File: config.mk
export PLATFORM = sky130hd
export DESIGN_NAME = sd_cmd_launch
export DESIGN_NICKNAME = d
export VERILOG_FILES = /design/src/rtl/sdcl_pkg.sv /design/src/rtl/sdcl_clk_div.sv /design/src/rtl/sdcl_frame.sv /design/src/rtl/sd_cmd_launch.sv
export SDC_FILE = /design/constraint.sdc
export NUM_CORES = 1
export LEC_CHECK = 0
export ABC_CLOCK_PERIOD_IN_PS = 4350
export BUFFER_PORTS_ARGS = -buffer_cell sky130_fd_sc_hd__buf_2
export CORE_MARGIN = 5
export CORE_UTILIZATION = 60
export CTS_CLUSTER_DIAMETER = 50
export CTS_CLUSTER_SIZE = 40
export DETAILED_ROUTE_END_ITERATION = 7
export PLACE_DENSITY = 0.85
export SLEW_MARGIN = 20
export SYNTH_ARGS = -nofsm -noshare
export SYNTH_HDL_FRONTEND = slang
export SYNTH_SLANG_ARGS = --single-unit
export TNS_END_PERCENT = 10
File: constraint.sdc
create_clock -name clk_i -period 4.35 [get_ports clk_i]
set_input_delay 0.2175 -clock clk_i [delete_from_list [all_inputs] [get_ports clk_i]]
set_output_delay 0.2175 -clock clk_i [all_outputs]
set_load 0.02 [all_outputs]
File: src/rtl/sdcl_pkg.sv
package sdcl_pkg;
  localparam int FRAME_LEN = 48;
  localparam int LONG_LEN  = 136;
  localparam logic [1:0] SEL_PER = 2'd0;
  localparam logic [1:0] SEL_ARG = 2'd1;
  localparam logic [1:0] SEL_IDX = 2'd2;

  typedef enum logic [1:0] {RSP_NONE, RSP_SHORT, RSP_LONG} rsp_kind_e;
  typedef enum logic [2:0] {ST_IDLE, ST_START, ST_TX, ST_WAIT, ST_RX} state_e;

  function automatic logic [6:0] crc7_of(input logic [39:0] bits);
    logic [6:0] c;
    logic fb;
    c = '0;
    for (int i = 39; i >= 0; i--) begin
      fb = bits[i] ^ c[6];
      c  = {c[5:0], 1'b0};
      if (fb) c = c ^ 7'h09;
    end
    return c;
  endfunction
endpackage

File: src/rtl/sdcl_clk_div.sv
module sdcl_clk_div #(
  parameter int PER_W = 16
) (
  input  logic             clk_i,
  input  logic             rst_ni,
  input  logic [PER_W-1:0] per_i,
  output logic             rise_o,
  output logic             fall_o,
  output logic             sd_clk_o
);
  logic [PER_W-1:0] cnt_q;
  logic [PER_W-1:0] half;

  assign half   = per_i >> 1;
  assign rise_o = (cnt_q == half - 1'b1);
  assign fall_o = (cnt_q >= per_i - 1'b1);

  always_ff @(posedge clk_i or negedge rst_ni) begin
    if (!rst_ni) begin
      cnt_q    <= '0;
      sd_clk_o <= 1'b0;
    end else begin
      cnt_q <= fall_o ? '0 : cnt_q + 1'b1;
      if (fall_o)      sd_clk_o <= 1'b0;
      else if (rise_o) sd_clk_o <= 1'b1;
    end
  end
endmodule

File: src/rtl/sdcl_frame.sv
module sdcl_frame
  import sdcl_pkg::*;
(
  input  logic [31:0]          idx_i,
  input  logic [31:0]          arg_i,
  output logic [FRAME_LEN-1:0] frame_o,
  output logic                 ok_o,
  output rsp_kind_e            kind_o
);
  logic [31:0] arg_eff;
  logic [39:0] head;

  always_comb begin
    ok_o    = 1'b1;
    arg_eff = arg_i;
    kind_o  = RSP_SHORT;
    unique case (idx_i)
      32'd0:          begin arg_eff = '0; kind_o = RSP_NONE; end
      32'd2:          begin arg_eff = '0; kind_o = RSP_LONG; end
      32'd3:          arg_eff = '0;
      32'd7, 32'd12,
      32'd41:         ;
      default:        ok_o = 1'b0;
    endcase
    head    = {2'b01, idx_i[5:0], arg_eff};
    frame_o = {head, crc7_of(head), 1'b1};
  end
endmodule

File: src/rtl/sd_cmd_launch.sv
module sd_cmd_launch
  import sdcl_pkg::*;
#(
  parameter int PER_W       = 16,
  parameter int DEF_PER     = 8,
  parameter int RSP_TIMEOUT = 64
) (
  input  logic        clk_i,
  input  logic        rst_ni,
  input  logic        wr_en_i,
  input  logic [1:0]  wr_sel_i,
  input  logic [31:0] wr_data_i,
  input  logic        sd_cmd_i,
  output logic [33:0] status_o,
  output logic        busy_o,
  output logic        sd_clk_o,
  output logic        sd_cmd_o,
  output logic        sd_cmd_oe_o
);
  localparam int TO_W  = $clog2(RSP_TIMEOUT + 1);
  localparam int CNT_W = $clog2(LONG_LEN + 1);

  state_e               state_q;
  rsp_kind_e            kind_q, kind_new;
  logic [PER_W-1:0]     per_q;
  logic [31:0]          arg_q;
  logic [FRAME_LEN-1:0] tx_q, frame_new;
  logic [FRAME_LEN-1:0] rx_q, rx_next;
  logic [CNT_W-1:0]     left_q;
  logic [TO_W-1:0]      tcnt_q;
  logic [33:0]          status_q;
  logic                 idx_ok, rise, fall, idle, wr_go;

  sdcl_clk_div #(.PER_W(PER_W)) u_div (
    .clk_i(clk_i), .rst_ni(rst_ni), .per_i(per_q),
    .rise_o(rise), .fall_o(fall), .sd_clk_o(sd_clk_o)
  );

  sdcl_frame u_frame (
    .idx_i(wr_data_i), .arg_i(arg_q),
    .frame_o(frame_new), .ok_o(idx_ok), .kind_o(kind_new)
  );

  assign idle        = (state_q == ST_IDLE);
  assign wr_go       = wr_en_i && idle;
  assign rx_next     = {rx_q[FRAME_LEN-2:0], sd_cmd_i};
  assign busy_o      = !idle;
  assign sd_cmd_oe_o = (state_q == ST_TX);
  assign sd_cmd_o    = sd_cmd_oe_o ? tx_q[FRAME_LEN-1] : 1'b1;
  assign status_o    = status_q;

  always_ff @(posedge clk_i or negedge rst_ni) begin
    if (!rst_ni) begin
      state_q  <= ST_IDLE;
      kind_q   <= RSP_NONE;
      per_q    <= PER_W'(DEF_PER);
      arg_q    <= '0;
      tx_q     <= '0;
      rx_q     <= '0;
      left_q   <= '0;
      tcnt_q   <= '0;
      status_q <= '0;
    end else begin
      if (wr_en_i && wr_sel_i == SEL_ARG) arg_q <= wr_data_i;
      if (wr_go && wr_sel_i == SEL_PER)
        per_q <= (wr_data_i < 32'd2) ? PER_W'(2) : wr_data_i[PER_W-1:0];
      unique case (state_q)
        ST_IDLE: if (wr_go && wr_sel_i == SEL_IDX) begin
          if (idx_ok) begin
            tx_q     <= frame_new;
            kind_q   <= kind_new;
            status_q <= '0;
            state_q  <= ST_START;
          end else begin
            status_q <= {2'b01, 32'h0};
          end
        end
        ST_START: if (fall) begin
          left_q  <= CNT_W'(FRAME_LEN);
          state_q <= ST_TX;
        end
        ST_TX: if (fall) begin
          if (left_q == CNT_W'(1)) begin
            tcnt_q  <= '0;
            state_q <= (kind_q == RSP_NONE) ? ST_IDLE : ST_WAIT;
          end else begin
            tx_q   <= tx_q << 1;
            left_q <= left_q - 1'b1;
          end
        end
        ST_WAIT: if (rise) begin
          if (!sd_cmd_i) begin
            rx_q    <= rx_next;
            left_q  <= (kind_q == RSP_LONG) ? CNT_W'(LONG_LEN - 1) : CNT_W'(FRAME_LEN - 1);
            state_q <= ST_RX;
          end else if (tcnt_q == TO_W'(RSP_TIMEOUT - 1)) begin
            status_q[33] <= 1'b1;
            state_q      <= ST_IDLE;
          end else begin
            tcnt_q <= tcnt_q + 1'b1;
          end
        end
        ST_RX: if (rise) begin
          rx_q <= rx_next;
          if (left_q == CNT_W'(1)) begin
            status_q[31:0] <= rx_next[39:8];
            state_q        <= ST_IDLE;
          end else begin
            left_q <= left_q - 1'b1;
          end
        end
        default: state_q <= ST_IDLE;
      endcase
    end
  end
endmodule

---- Yosys cells after proc, flatten, opt, wreduce, memory -nomap -nowiden ----
Cells that the tools add are included.
storage, ports and cells
  bits in read-only memories .............. 0
  output and inout port bits .............. 38
  word-level logic and storage cells ...... 240
  register bits after elaboration ......... 206
  bits in writable memories ............... 0
  latch bits .............................. 0
  memories ................................ 0
cells by class
  equality and inequality tests ........... 29
  reductions and logical operators ........ 27
  $add $sub $neg .......................... 5
  multiply operators ...................... 0
  shift operators ......................... 0
  bitwise gates (word level) .............. 74
  muxes and demuxes ....................... 90
  div/mod/pow operators ................... 0
  order comparisons ....................... 2
operators by type and width
  kind                   number
  $mux 48                4
  $mux 4                 38
  $mux 39                3
  $mux 32                3
  $pmux 48 s2            1
  $pmux 39 s2            1
  $not 2->2              37
  $eq 32x2->1 const B    2
  $pmux 32 s2            1
  $mux 8                 7
  $mux 7                 5
  $mux 34                1
  $xor 1x1->1            34
  $mux 33                1
  $eq 32x3->1 const B    1
  $eq 32x4->1 const B    1
  $eq 32x6->1 const B    1
  $logic_not 32->1       1
  $lt 32x2->1 const B    1
  $mux 16                2
  $pmux 8 s4             1
  $mux 3                 10
  $ne 2x2->1 const B     9
  $add 16x1->16 const B  1
  other kinds (36)       61

---- Logic depth before layout (Yosys ltp) ----
  word-level depth ........................ 78
  depth in mapped cells ................... 17
  gate-level depth less buffers ........... 16

---- Modules after synthesis ----
Synthesis repeated with hierarchy kept, for this count alone.
unflattened totals
  cells, all modules ...................... 1115
  area, all modules ....................... 11667.4 µm²
modules (own cells, without submodules)
  module         seq. area each (µm²)  area each (µm²)  times used  cells an instance
  sd_cmd_launch  4730.8                8346.8           1           723
  sdcl_clk_div   425.4                 1891.8           1           215
  sdcl_frame     0.0                   1428.9           1           177

---- Worst setup path before layout ----
Ideal clock, no wire load.
  kind .................................... register to register
  from .................................... reg per_q[1]
  to ...................................... reg tx_q[44]
  arrival ................................. 3.417 ns
  buffers on the path ..................... 2
  slack ................................... 0.849 ns
  library setup time ...................... 0.084 ns
  stages on the path, launching flop included .. 18
  cells stage by stage .................... dfrtp_1 inv_1 ha_1 nor3b_2 nand4_1 nor3_1 xnor2_1 ha_1 a21oi_1 nor2b_1 o21ai_0 o21ai_0 a211o_1 clkbuf_1 o21ai_1 clkbuf_1 nand2_1 a21boi_0
between the ends
  longest elaborated chain between the ends .. 4
ends and longest elaborated chain
  element                            line                 source
  from (decl)                        sd_cmd_launch.sv:25  logic [PER_W-1:0] per_q;
  from (signal assigned)             sd_cmd_launch.sv:56  per_q <= PER_W'(DEF_PER);
  from (signal assigned)             sd_cmd_launch.sv:66  per_q <= (wr_data_i < 32'd2) ? PER_W'(2) : wr_data_i[PER_W-1:0];
  $sub 16x1->16                      sdcl_clk_div.sv:16   assign fall_o = (cnt_q >= per_i - 1'b1);
  $ge 16x16->1                       sdcl_clk_div.sv:16
  $ne 2x1->1 (no source line)        --
  $reduce_and 5->1 (no source line)  --
  to (signal assigned)               sd_cmd_launch.sv:70  tx_q <= frame_new;
  to (signal assigned)               sd_cmd_launch.sv:87  tx_q <= tx_q << 1;
  to (decl)                          sd_cmd_launch.sv:27  logic [FRAME_LEN-1:0] tx_q, frame_new;
No other way between the ends.
A chain may end at the register's enable or synchronous reset.

---- Worst setup path after layout ----
  from .................................... reg per_q[1]
  to ...................................... reg tx_q[23]
Same word-level chain as after synthesis.

==> results.md <==
Critical path:
- STA puts the critical path data arrival time at 4.41 ns.
- STA classifies the critical path startpoint as a register.
- The worst register-to-register path has a setup slack of 0.36 ns.
- The first element of the critical path is per_q[1].
- The worst setup path is of the register to register kind.
- The maximum fanout encountered on the critical timing path is 45.
- The critical path data required time is 4.77 ns.
- The worst register-to-register path begins at per_q[1].
- The category of the worst setup path capture point is a register.

Drt:
- The total number of vias is 8644.
- The count of routing violations after the opening detailed-route iteration is 676.
- The routed via count divided by cell count is 6.04.
- The antenna violation net count after detailed routing is 0.
- For this run, the detailed router's first-pass iteration total came to 5.
- Wires add up to 25600 µm.
- The routed length per placed instance is 17.9 µm.
- In the routed design, unresolved DRC markers number 0.

Synth:
- After synthesis the netlist holds a flip-flop and latch count of 206.
- The sequential share of the synthesized area is 46.8%.
- Counting every net in the synthesized netlist gives 1173.
- The mapped cell area is 0.0110 mm².
- The average instance area after synthesis is 9.90 µm².
- The proportion of synthesized flip-flops having asynchronous set or reset is 100%.
- In the synthesized netlist, the number of instances is 1112.
- The Yosys step of the flow raised 0 warnings.
- The number of enable flip-flop cells after synthesis is 0.
- The most used flip-flop cell after synthesis is sky130_fd_sc_hd__dfrtp_1.
- The post-synthesis cell type count is 71.

Power and ir drop:
- Total power for the finished layout comes to 8670 µW.
- Dividing total power by cell area gives a power density of 688 mW/mm².
- Summed over all cells, the static leakage comes to 0.00595 µW.
- VDD sags by at most 0.475 mV.

Global routing:
- The number of antenna violations at the first check in global routing was 1.
- The first global-routing pass estimated 42600 µm of wire.
- For this run the aggregate overflow at the end of global routing stands at 0.
- The largest net degree at the start of global routing is 135.
- The number of global-route vias before repair was 8454.
- The overall routing resource usage is 23.7%.

Timing:
- The final worst clock skew is 0.0111 ns.
- The hold violation count in the final report was 0.
- The worst slew margin relative to its limit is 49.1%.
- Subtracting the final worst setup slack from the clock period gives 3.99 ns.
- The achievable frequency is 0.251 GHz.
- The setup violation total in the final timing report is 0.
- For the pin with the worst max-slew slack, the measured transition is 0.757 ns.
- Setup repair after global routing left no endpoint under its margin.
- The worst path uses 91.7% of the clock period.
- The final number of max-transition violations is 0.
- The final total negative setup slack is 0 ns.

Floorplan:
- The core region is 0.0180 mm².
- The total I/O pin count is 76.
- The die area is 0.0212 mm².
- The die height is 145 µm.
- The number of rows in the core area is 49.
- Measured along the x axis, the die boundary spans 145 µm.
- The starting density of the core is 61.1%.

Layout:
- At the end of the flow, the number of nets in the layout was 1246.
- The total of fill cells in the finished design is 1300.
- The top cell types in the final layout, fill and taps aside, are sky130_fd_sc_hd__dfrtp_1 (205), sky130_fd_sc_hd__nand2_1 (179), sky130_fd_sc_hd__a21oi_1 (88).
- The share of post-route cells with drive strength above 1 is 19.3%.
- The library cell used most frequently in the layout, excluding fill and tap cells, is sky130_fd_sc_hd__dfrtp_1.
- The synthesis-to-layout area growth is 14.5%.
- The finished cells cover 0.0126 mm².

Place:
- The count of buffers added on input and output ports is 75.
- The standard cell area after detailed placement is 0.0116 mm².
- Once detailed placement completed, the half-perimeter wirelength came to 16600 µm.
- Routability-driven placement finished with a final weighted congestion of 0.946.

Clock network:
- No sink is reached through more buffers than the 3 on the longest clock path.
- Clock latency on the worst-skew pair, taken at its later pin, is 0.51 ns.
- The clock transition time at the flip-flop clock pins of the worst setup and hold paths is 0.06 ns.
- The tree is rooted in a sky130_fd_sc_hd__clkbuf_16.
- The number of levels the H-tree was split into is 1.
- Counting the buffers created by CTS gives 22.
- The clock drives 206 sinks.
- TritonCTS built the clock tree.

Run status:
- The flow ran to the end, and the final reports show no timing, DRC or antenna violations.

Run:
- The tool flagged a number of max-cap violations equal to 0.

Min path:
- The tightest min-delay check is of the input port to register type.
- The startpoint identified for the worst hold timing path is wr_data_i[10].
worst paths after layout:
check | end | depth (start not counted)
min in group asynchronous | tcnt_q[0] | 2
setup reg to reg | tx_q[23] | 16
hold reg to reg | status_o[28] | 2
setup / recovery | tx_q[23] | 16
hold / removal | arg_q[10] | 2
max in group asynchronous | tx_q[37] | 4
where the power goes:
group / switching, µW / internal (µW) / total [µW]
sequential: 521 / 2360 / 2880
combinational: 1980 / 1810 / 3800
clock: 820 / 1170 / 1990
total: 3330 / 5340 / 8670
flip-flops by register name, indices dropped and copies added (netlist names):
register	count
tx_q	48
rx_q	39
status_o	34
arg_q	32
per_q	16
u_div.cnt_q	16
left_q	8
tcnt_q	7
state_q	3
kind_q	2
u_div.sd_clk_o	1
synth_stat cells, types with 5 or more instances:
master / instances / share of area, %
sky130_fd_sc_hd__buf_1: 7 / 0.24
sky130_fd_sc_hd__o21ai_0: 67 / 3.0
sky130_fd_sc_hd__clkbuf_1: 47 / 1.6
sky130_fd_sc_hd__nand4_1: 10 / 0.57
sky130_fd_sc_hd__nand2b_1: 12 / 0.68
sky130_fd_sc_hd__nand3_1: 54 / 2.5
sky130_fd_sc_hd__xor2_1: 39 / 3.1
sky130_fd_sc_hd__buf_2: 8 / 0.36
sky130_fd_sc_hd__and3_1: 10 / 0.57
sky130_fd_sc_hd__mux2_2: 83 / 8.5
sky130_fd_sc_hd__inv_1: 11 / 0.38
sky130_fd_sc_hd__o21ai_1: 7 / 0.32
sky130_fd_sc_hd__a21oi_1: 89 / 4.0
sky130_fd_sc_hd__dfrtp_1: 205 / 47
sky130_fd_sc_hd__or3_1: 6 / 0.34
sky130_fd_sc_hd__nor4_1: 11 / 0.63
sky130_fd_sc_hd__nand2_1: 179 / 6.1
sky130_fd_sc_hd__a21o_1: 5 / 0.34
sky130_fd_sc_hd__nor2b_1: 11 / 0.63
sky130_fd_sc_hd__xnor3_1: 12 / 2.5
sky130_fd_sc_hd__a22o_1: 7 / 0.56
sky130_fd_sc_hd__o31ai_1: 5 / 0.34
sky130_fd_sc_hd__nor3_1: 14 / 0.64
sky130_fd_sc_hd__nor2_1: 58 / 2.0
sky130_fd_sc_hd__xnor2_1: 61 / 4.9
sky130_fd_sc_hd__ha_1: 23 / 2.6
metrics by stage:
stage	hold WS, ns	setup slack [ns]	utilization [%]	std cells
2_1_floorplan	-0.0781	0.849	-	1112
3_3_place_gp	0.444	0.550	64.1	1366
3_5_place_dp	0.450	0.354	64.1	1366
4_1_cts	0.00648	0.320	69.7	1429
5_1_grt	0.00942	0.0728	69.9	1431
6_report	0.0200	0.361	69.9	1431
what timing repair did:
action | 4_1_cts | 5_1_grt
resized for setup | 0 | 2
hold buffers | 23 | 0
setup buffers | 0 | 0
endpoints found under the setup margin | 0 | 8
hold endpoints to repair | 161 | 0
layout make-up:
| class | instances | area, µm² | share of cell area (%) |
|---|---|---|---|
| clock inverter | 16 | 196 | 1.56 |
| multi-input combinational | 830 | 5570 | 44.2 |
| timing repair buffer | 113 | 773 | 6.13 |
| tap | 229 | 287 | 2.27 |
| inverter | 12 | 45.0 | 0.357 |
| clock buffer | 24 | 579 | 4.60 |
| sequential | 206 | 5160 | 40.9 |
| antenna | 1 | 2.50 | 0.0199 |
cells by family (layout without fill, tap and decap cells):
logic type / Yosys count / in the layout / share of synthesized area, %
AOI/OAI and AO/OA: 222 / 222 / 12.1
xor gates and xnor gates: 113 / 113 / 10.6
adders and majority gates: 23 / 23 / 2.61
buffers and inverters: 76 / 165 / 2.82
DFF: 206 / 206 / 46.8
muxes: 85 / 85 / 8.67
other: 0 / 1 / 0
and+or+nand+nor: 387 / 387 / 16.4
critical path, cell delays in order (launching register included):
cell and delay, ns:
sky130_fd_sc_hd__dfrtp_1 0.41, sky130_fd_sc_hd__inv_1 0.14, sky130_fd_sc_hd__ha_1 0.29, sky130_fd_sc_hd__nor3b_4 0.36, sky130_fd_sc_hd__nand2_1 0.13, sky130_fd_sc_hd__nor3_1 0.26
sky130_fd_sc_hd__xnor2_1 0.11, sky130_fd_sc_hd__ha_1 0.30, sky130_fd_sc_hd__o21ai_0 0.10, sky130_fd_sc_hd__nand2b_1 0.09, sky130_fd_sc_hd__a21oi_1 0.06, sky130_fd_sc_hd__nor3_1 0.40
sky130_fd_sc_hd__a211o_1 0.33, sky130_fd_sc_hd__o21a_1 0.14, sky130_fd_sc_hd__buf_4 0.34, sky130_fd_sc_hd__o21ai_0 0.19, sky130_fd_sc_hd__a21oi_1 0.21
layer usage:
metal / global-route usage, % / wire [µm] / up-vias / share of wire [%]
met5: 0 / 0 / - / 0
met1: 31.9 / 10600 / 4245 / 41
li1: - / - / 4016 / -
met4: 7.00 / 670 / 0 / 2.6
met2: 39.9 / 12700 / 325 / 50
met3: 3.55 / 1550 / 58 / 6.1
No activity file was read; power rests on OpenSTA's default activity.
